[src/rtl/vsirq_pkg.sv]
package vsirq_pkg;
  localparam logic [11:0] ADR_DELEG  = 12'h603;
  localparam logic [11:0] ADR_HEN    = 12'h604;
  localparam logic [11:0] ADR_HPEND  = 12'h608;
  localparam logic [11:0] ADR_VPEND  = 12'h645;
  localparam logic [11:0] ADR_GVIEW  = 12'h204;
  localparam logic [11:0] ADR_GVIRT  = 12'h144;

  localparam int NVS    = 3;   // software, timer, external VS lines
  localparam int BIT_GX = 12;  // guest external summary position
  localparam int BIT_OV = 13;  // counter-overflow view position

  // position of VS line i in hypervisor registers (2, 6, 10)
  function automatic int vs_pos(input int i);
    return 2 + 4 * i;
  endfunction

  typedef struct packed {
    logic deleg;
    logic hen;
    logic hpend;
    logic vpend;
    logic gview;
  } sel_t;
endpackage

[src/rtl/vsirq_decode.sv]
module vsirq_decode
  import vsirq_pkg::*;
(
  input  logic [11:0] addr_i,
  input  logic        we_i,
  input  logic        virt_i,
  output sel_t        rsel_o,
  output sel_t        wsel_o
);
  always_comb begin
    rsel_o       = '0;
    rsel_o.deleg = (addr_i == ADR_DELEG);
    rsel_o.hen   = (addr_i == ADR_HEN);
    rsel_o.hpend = (addr_i == ADR_HPEND);
    rsel_o.vpend = (addr_i == ADR_VPEND);
    rsel_o.gview = (addr_i == ADR_GVIEW) || (virt_i && addr_i == ADR_GVIRT);
  end

  assign wsel_o = we_i ? rsel_o : '0;
endmodule

[src/rtl/vsirq_deleg.sv]
module vsirq_deleg
  import vsirq_pkg::*;
#(
  parameter int XLEN = 64
) (
  input  logic            clk,
  input  logic            rst_n,
  input  logic            wr_i,
  input  logic [XLEN-1:0] wdata_i,
  output logic [XLEN-1:0] deleg_o
);
  logic [NVS-1:0] vs_q;
  logic           ov_q;
  logic           unused_wbits;

  assign unused_wbits = ^wdata_i;

  for (genvar i = 0; i < NVS; i++) begin : g_vs
    localparam int P = vs_pos(i);
    always_ff @(posedge clk or negedge rst_n) begin
      if (!rst_n)    vs_q[i] <= 1'b0;
      else if (wr_i) vs_q[i] <= wdata_i[P];
    end
  end

  always_ff @(posedge clk or negedge rst_n) begin
    if (!rst_n)    ov_q <= 1'b0;
    else if (wr_i) ov_q <= wdata_i[BIT_OV];
  end

  always_comb begin
    deleg_o = '0;
    for (int i = 0; i < NVS; i++) deleg_o[vs_pos(i)] = vs_q[i];
    deleg_o[BIT_OV] = ov_q;
  end

  AST_DELEG_HOLD: assert property (@(posedge clk) disable iff (!rst_n)
    !wr_i |=> $stable(deleg_o));
endmodule

[src/rtl/vsirq_enable.sv]
module vsirq_enable
  import vsirq_pkg::*;
#(
  parameter int XLEN = 64
) (
  input  logic            clk,
  input  logic            rst_n,
  input  logic            hen_wr_i,
  input  logic            gv_wr_i,
  input  logic [XLEN-1:0] wdata_i,
  input  logic [XLEN-1:0] deleg_i,
  input  logic            ovf_en_i,
  output logic [XLEN-1:0] hen_o,
  output logic [XLEN-1:0] gview_o
);
  logic [NVS-1:0] en_q;
  logic           gx_q;
  logic           unused_bits;

  assign unused_bits = ^{wdata_i, deleg_i};

  for (genvar i = 0; i < NVS; i++) begin : g_en
    localparam int P = vs_pos(i);
    always_ff @(posedge clk or negedge rst_n) begin
      if (!rst_n)                      en_q[i] <= 1'b0;
      else if (hen_wr_i)               en_q[i] <= wdata_i[P];
      else if (gv_wr_i && deleg_i[P])  en_q[i] <= wdata_i[P-1];
    end

    AST_GV_DROP: assert property (@(posedge clk) disable iff (!rst_n)
      (gv_wr_i && !deleg_i[P]) |=> $stable(en_q[i]));
  end

  always_ff @(posedge clk or negedge rst_n) begin
    if (!rst_n)        gx_q <= 1'b0;
    else if (hen_wr_i) gx_q <= wdata_i[BIT_GX];
  end

  always_comb begin
    hen_o   = '0;
    gview_o = '0;
    for (int i = 0; i < NVS; i++) begin
      hen_o[vs_pos(i)]     = en_q[i];
      gview_o[vs_pos(i)-1] = en_q[i] & deleg_i[vs_pos(i)];
    end
    hen_o[BIT_GX]   = gx_q;
    gview_o[BIT_OV] = ovf_en_i & deleg_i[BIT_OV];
  end

  AST_HEN_HOLD: assert property (@(posedge clk) disable iff (!rst_n)
    (!hen_wr_i && !gv_wr_i) |=> $stable(hen_o));
  AST_GX_GUEST: assert property (@(posedge clk) disable iff (!rst_n)
    !hen_wr_i |=> $stable(gx_q));
endmodule

[src/rtl/vsirq_pending.sv]
module vsirq_pending
  import vsirq_pkg::*;
#(
  parameter int XLEN = 64
) (
  input  logic            clk,
  input  logic            rst_n,
  input  logic            vp_wr_i,
  input  logic            hp_wr_i,
  input  logic [XLEN-1:0] wdata_i,
  input  logic            gext_sum_i,
  input  logic            gext_sel_i,
  input  logic            vs_ext_i,
  input  logic            vs_tmr_i,
  output logic [XLEN-1:0] vpend_o,
  output logic [XLEN-1:0] pend_o
);
  logic [NVS-1:0] vp_q;
  logic           unused_wbits;

  assign unused_wbits = ^wdata_i;

  for (genvar i = 0; i < NVS; i++) begin : g_vp
    localparam int P = vs_pos(i);
    if (i == 0) begin : g_sw
      // software line also writable through the pending address
      always_ff @(posedge clk or negedge rst_n) begin
        if (!rst_n)                   vp_q[i] <= 1'b0;
        else if (vp_wr_i || hp_wr_i)  vp_q[i] <= wdata_i[P];
      end
    end else begin : g_hw
      always_ff @(posedge clk or negedge rst_n) begin
        if (!rst_n)       vp_q[i] <= 1'b0;
        else if (vp_wr_i) vp_q[i] <= wdata_i[P];
      end
    end
  end

  always_comb begin
    vpend_o = '0;
    for (int i = 0; i < NVS; i++) vpend_o[vs_pos(i)] = vp_q[i];
  end

  always_comb begin
    pend_o            = '0;
    pend_o[vs_pos(0)] = vp_q[0];
    pend_o[vs_pos(1)] = vp_q[1] | vs_tmr_i;
    pend_o[vs_pos(2)] = vp_q[2] | gext_sel_i | vs_ext_i;
    pend_o[BIT_GX]    = gext_sum_i;
  end

  AST_HPEND_RO: assert property (@(posedge clk) disable iff (!rst_n)
    (hp_wr_i && !vp_wr_i) |=> $stable(vp_q[NVS-1:1]));
  AST_VP_HOLD: assert property (@(posedge clk) disable iff (!rst_n)
    (!vp_wr_i && !hp_wr_i) |=> $stable(vpend_o));
  AST_TMR_SRC: assert property (@(posedge clk) disable iff (!rst_n)
    vs_tmr_i |-> pend_o[vs_pos(1)]);
endmodule

[src/rtl/vs_irq_csr.sv]
module vs_irq_csr
  import vsirq_pkg::*;
#(
  parameter int XLEN = 64
) (
  input  logic            clk,
  input  logic            rst_n,
  input  logic [11:0]     csr_addr_i,
  input  logic            csr_we_i,
  input  logic [XLEN-1:0] csr_wdata_i,
  output logic [XLEN-1:0] csr_rdata_o,
  input  logic            virt_mode_i,
  input  logic            gext_sum_i,
  input  logic            gext_sel_i,
  input  logic            vs_ext_i,
  input  logic            vs_tmr_i,
  input  logic            ovf_en_i,
  output logic [XLEN-1:0] pend_o
);
  sel_t            rsel, wsel;
  logic [XLEN-1:0] deleg, hen, gview, vpend, pend;

  vsirq_decode u_dec (
    .addr_i (csr_addr_i),
    .we_i   (csr_we_i),
    .virt_i (virt_mode_i),
    .rsel_o (rsel),
    .wsel_o (wsel)
  );

  vsirq_deleg #(.XLEN(XLEN)) u_deleg (
    .clk     (clk),
    .rst_n   (rst_n),
    .wr_i    (wsel.deleg),
    .wdata_i (csr_wdata_i),
    .deleg_o (deleg)
  );

  vsirq_enable #(.XLEN(XLEN)) u_en (
    .clk      (clk),
    .rst_n    (rst_n),
    .hen_wr_i (wsel.hen),
    .gv_wr_i  (wsel.gview),
    .wdata_i  (csr_wdata_i),
    .deleg_i  (deleg),
    .ovf_en_i (ovf_en_i),
    .hen_o    (hen),
    .gview_o  (gview)
  );

  vsirq_pending #(.XLEN(XLEN)) u_pend (
    .clk        (clk),
    .rst_n      (rst_n),
    .vp_wr_i    (wsel.vpend),
    .hp_wr_i    (wsel.hpend),
    .wdata_i    (csr_wdata_i),
    .gext_sum_i (gext_sum_i),
    .gext_sel_i (gext_sel_i),
    .vs_ext_i   (vs_ext_i),
    .vs_tmr_i   (vs_tmr_i),
    .vpend_o    (vpend),
    .pend_o     (pend)
  );

  always_comb begin
    csr_rdata_o = '0;
    unique case (1'b1)
      rsel.deleg: csr_rdata_o = deleg;
      rsel.hen:   csr_rdata_o = hen;
      rsel.hpend: csr_rdata_o = pend;
      rsel.vpend: csr_rdata_o = vpend;
      rsel.gview: csr_rdata_o = gview;
      default:    csr_rdata_o = '0;
    endcase
  end

  assign pend_o = pend;

  AST_UNMAPPED_ZERO: assert property (@(posedge clk) disable iff (!rst_n)
    (rsel == '0) |-> (csr_rdata_o == '0));
  AST_VIRT_GATE: assert property (@(posedge clk) disable iff (!rst_n)
    (!virt_mode_i && csr_addr_i == ADR_GVIRT) |-> (csr_rdata_o == '0));
  AST_PEND_VIEW: assert property (@(posedge clk) disable iff (!rst_n)
    rsel.hpend |-> (csr_rdata_o == pend_o));
  AST_GV_DELEG: assert property (@(posedge clk) disable iff (!rst_n)
    (rsel.gview && !deleg[vs_pos(0)]) |-> !csr_rdata_o[vs_pos(0)-1]);
endmodule

[config.mk]
export PLATFORM = sky130hd
export DESIGN_NAME = vs_irq_csr
export DESIGN_NICKNAME = d
export VERILOG_FILES = /design/src/rtl/vsirq_pkg.sv /design/src/rtl/vsirq_decode.sv /design/src/rtl/vsirq_deleg.sv /design/src/rtl/vsirq_enable.sv /design/src/rtl/vsirq_pending.sv /design/src/rtl/vs_irq_csr.sv
export SDC_FILE = /design/constraint.sdc
export NUM_CORES = 1
export LEC_CHECK = 0
export BUFFER_PORTS_ARGS = -buffer_cell sky130_fd_sc_hd__buf_2
export CAP_MARGIN = 10
export CORE_ASPECT_RATIO = 0.5
export CORE_MARGIN = 4
export CORE_UTILIZATION = 30
export CTS_CLUSTER_DIAMETER = 120
export CTS_CLUSTER_SIZE = 20
export DETAILED_ROUTE_END_ITERATION = 8
export PLACE_DENSITY = 0.76
export SLEW_MARGIN = 20
export SYNTH_ARGS = -nofsm -noshare
export SYNTH_HDL_FRONTEND = slang
export SYNTH_SLANG_ARGS = --single-unit
[constraint.sdc]
create_clock -name clk -period 1.2 [get_ports clk]
set_input_delay 0.06 -clock clk [delete_from_list [all_inputs] [get_ports clk]]
set_output_delay 0.06 -clock clk [all_outputs]
set_load 0.03 [all_outputs]
Word level (Yosys, flattened, before mapping). Index checks and enable logic that the tools add are counted.

$add $sub $neg: 0. $mul: 0. Divide/modulo/power cells: 0. Order comparisons: 0. Equal/unequal tests: 6. Shift operators: 0. Mux-type cells: 8. Bitwise gates (word level): 7. Reductions and logical operators: 9.

Operators with widths (count): $pmux W14 S5 (1); $eq A12 B11 Y1 const B (4); $eq A12 B10 Y1 const B (1); $eq A12 B9 Y1 const B (1); $mux W1 (6); $reduce_bool A2 Y1 (3); $mux W5 (1); $and A1 B1 Y1 (4); $logic_and A1 B1 Y1 (4); $or A1 B1 Y1 (3); $logic_or A1 B1 Y1 (2).

Bits in registers: 11. Latch bits: 0. Memory bits (writable): 0. Memory bits (read-only): 0. Input bits: 85. Output and inout port bits: 128. Logic and storage cells: 41. Memories: 0.

Logic depth before layout (Yosys ltp).
Word-level depth: 7. Depth in mapped cells: 5.

Cells and area by module. From an unflattened synthesis, not the netlist that was laid out.

Cell total of the unflattened synthesis: 601. Area, all modules: 4608.2 µm².

By module, submodules not included: vs_irq_csr (instances 1, cells each 227, area an instance 1624.1 µm²); vsirq_enable (instances 1, cells each 143, area an instance 1138.6 µm²); vsirq_pending (instances 1, cells each 133, area an instance 1058.5 µm²); vsirq_deleg (instances 1, cells each 70, area an instance 606.8 µm²); vsirq_decode (instances 1, cells each 28, area an instance 180.2 µm²).

Least setup slack after synthesis. OpenSTA, ideal clock, no wires.

Path kind: reg2out. Start: register u_pend.vp_q[2] (netlist: u_pend.vpend_o[10]). End: output port csr_rdata_o[10]. Arrival time: 1.519 ns. Required time: 1.140 ns. Path slack: -0.379 ns. Cell stages (with the launch flop): 5. Buffers on the path: 0. Cell sequence: dfrtp_1 or3_1 a22o_1 a21oi_1 o21ai_0.

Longest elaborated chain between the ends: 3.

Ends and longest elaborated chain: start, declared (line vsirq_pending.sv:18) `logic [NVS-1:0] vp_q;`; start signal, assigned by index (line vsirq_pending.sv:34) `else if (vp_wr_i) vp_q[i] <= wdata_i[P];`; $or A1 B1 Y1 (2 in a row) (line vsirq_pending.sv:48) `pend_o[vs_pos(2)] = vp_q[2] | gext_sel_i | vs_ext_i;`; net pend_o[10] (line vs_irq_csr.sv:18) `output logic [XLEN-1:0] pend_o`; $pmux W14 S5 (line vs_irq_csr.sv:67) `unique case (1'b1)`; end, declared (line vs_irq_csr.sv:11) `output logic [XLEN-1:0] csr_rdata_o,`.

The timed path passes the listed nets, and every way through them passes these cells.

Final worst setup path.
Start: register u_pend.vp_q[2] (netlist: u_pend.vpend_o[10]). End: output port csr_rdata_o[10].

Longest elaborated chain between the ends: 3.

Ends and longest elaborated chain (line): $or A1 B1 Y1 (2 in a row) (vsirq_pending.sv:48); $pmux W14 S5 * (vs_irq_csr.sv:67).

Every way passes the cells marked *; elsewhere a longest branch is shown, timed or not.

==> out/metrics.cfg <==
[outcome]
outcome = finished with violations
violations = setup timing

[die]
die_h_um = 61.12
start_util_pct = 32.68
core_um2 = 5180
dieArea_um2 = 6981
rows = 18
pin_count = 213
die_width_um = 114.2

[clock_tree]
cts_sinks = 11
cts_buffers = 3
ctsLongestPathBuffers = 2
cts.clk_slew.worst_paths_ps = 40
htree_levels = 1
clock_latency_ps = 240
cts_root_buf = clkbuf_16
cts_tree = yes

[timing]
worst_slack_ps = -321.3
fin_hold_ws_ps = 35.81
fin_crit_ps = 1521
rsz0062_at_grt = true
setup_violations = 6
hold_viol = 0
fin_crit_sh_pct = 126.8
skew_ps = 0.1792
fmax_mhz = 657.3
drv_slew = 0

[synthesis]
synth.most_common_cell = buf_4
synth_adder_area_share_pct = 0
synth_top_area_share_pct = 52.33
synthesis.area_um2 = 1693
synthXorXnorAreaFrac_pct = 0
synth_edf_count = 0
synth_ff_type = dfrtp_1
synth-simple-area-share_pct = 16.56
synth-async-reset-ratio_pct = 100.0
muxShareOfSynthArea_pct = 3.104
synth_cell_types = 36
synth_compound_gate_area_share_pct = 10.13
synth-seq-cells = 11
avgSynthCellArea_um2 = 8.218
synth_top_family_by_area = buffers and inverters
synth_common_cells = 118 x buf_4, 11 x dfrtp_1, 7 x and3_1, 7 x nand2_1, 6 x nor2_1
yosys.area.top_type = buf_4
ys_top_cells_by_area = buf_4 52%, dfrtp_1 16%, and3_1 2.6%
syn_inst = 206
yosysWarnings = 0
ys_seq_area_share_pct = 16.26

[worst_hold_path]
worstHoldStart = csr_wdata_i[12]
holdCritPathClass = input pin to flop

[detailed_routing]
drt-total-wl_mm = 3.935
drt_iter0_drc = 53
vias_per_cell = 3.794
postRouteAntennaNets = 0
drt-pass1-iter-count = 4
wl_per_cell_um = 11.75
drc = 0
vias = 1271

[worst_setup_path]
path_class = flop to output pin
endpoint_kind = output pin
arrival_ps = 1460
r2r_start = u_deleg.deleg_o[6]$_DFFE_PN0P_
critPathLaunch = u_pend.vpend_o[10]$_DFFE_PN0P_
worstSetupStartpointType = flop
critPathRequiredTime_ps = 1140
worst-path-max-fanout = 2

[grt]
grt_usage_pct = 9.307
grt_first_pass_wirelength_mm = 5.106
grt_max_degree = 12
antenna_found_initial = 0
grt-ovfl-total = 0
grt_pass1_vias = 1080

[place]
portBuffers = 40
placed_area_um2 = 1655
dp_hpwl_mm = 3.172
place.gp.congestion = 0.8664

[finish]
syn_to_final_growth_pct = 12.27
fin_area_um2 = 1901
drive_gt1_share_pct = 34.72
final_core_util_pct = 36.69
layout.nets = 351
antenna-diode-count = 0

[power]
irDropWorstVdd_mv = 0.3797
p_total_mw = 1.652
p_per_area_nw_per_um2 = 869.0
leakage_nw = 1.058

[flow_run]
max_cap_viol_count = 0

cell usage in the layout, fill, tap and decap left out, types with 2 or more instances in the layout:
master     synthesis  routed
conb_1             1     116
buf_2              1      30
buf_4            118      20
dfrtp_1           11      11
buf_6              0       7
nor2_1             6       6
nand2_1            7       6
inv_1              5       5
and2_4             0       4
and3_1             7       4
nand3_1            3       3
and3_4             0       3
o21ai_0            4       3
a31oi_1            3       3
a21oi_1            4       3
clkbuf_16          0       3
nor4b_4            1       2
and4bb_2           2       2
o21a_1             2       2
a22oi_2            0       2
o2bb2ai_2          0       2
and4_1             2       2
o31ai_1            3       2
mux2_4             2       2
mux2_2             2       2
cells by family after synthesis:
logic type	after synthesis
AO/OA/AOI/OAI	25
buffers and inverters	124
flip-flops	11
multiplexers	4
other	1
AND/OR/NAND/NOR	41
power breakdown:
group	switching [mW]	internal, mW	total [mW]	leakage (nW)
Sequential	0.00362	0.376	0.379	0.138
Clock	0.162	0.446	0.607	0.0382
Combinational	0.574	0.0912	0.665	0.881
layout make-up:
cell class                 count  area, um^2
multi-input combinational    186        1036
timing repair buffer          59       404.1
inverter                       5       18.77
clock buffer                   4       78.83
fill                         533        3279
tap                           70       87.58
sequential                    11       275.3
critical path, cell delays in order, from the launching register on:
cell and delay [ps]:
dfrtp_1 370, or3_4 330, a22o_1 190, a21oi_2 120, o21ai_2 70, buf_6 140
timing repair:
item	CTS	global route
endpoints found under the setup margin	10	11
gates cloned	0	0
resized for setup	30	8
pin swaps	9	6
hold buffers	1	0
buffers inserted	4	1
endpoints found under the hold margin	11	0
registers in the layout (all words and copies together) (netlist names):
signal           cells
u_deleg.deleg_o      3
u_en.gx_q            1
u_pend.vpend_o       2
u_deleg.ov_q         1
u_pend.pend_o        1
u_en.hen_o           3
metal layers:
metal	wire length (um)	track usage, %	share of wire, %
met3	384	1.178	9.8
met4	109	5.245	2.8
met5	0	0	0
met2	2215	18.72	56
met1	1225	9.759	31
worst paths after layout:
check	cells after the start	to	slack, ps
min	3	u_en.gx_q$_DFFE_PN0P_	40
min in group asynchronous	2	u_deleg.deleg_o[10]$_DFFE_PN0P_	220
max	5	csr_rdata_o[10]	-320
max in group asynchronous	2	u_deleg.deleg_o[2]$_DFFE_PN0P_	790
max reg2reg	4	u_en.hen_o[6]$_DFFE_PN0P_	120
min reg2reg	2	u_en.gx_q$_DFFE_PN0P_	510
stage by stage:
step                      TNS (ps)  setup WS, ps  std cells
after floorplan             -114.6        -114.6        321
after global placement       -1827        -197.7        326
after detailed placement     -2096        -214.8        326
after CTS                   -535.3        -333.1        335
after global routing        -860.0        -354.8        335
final                       -603.5        -321.3        335
Power figures use the tool's default switching activity.
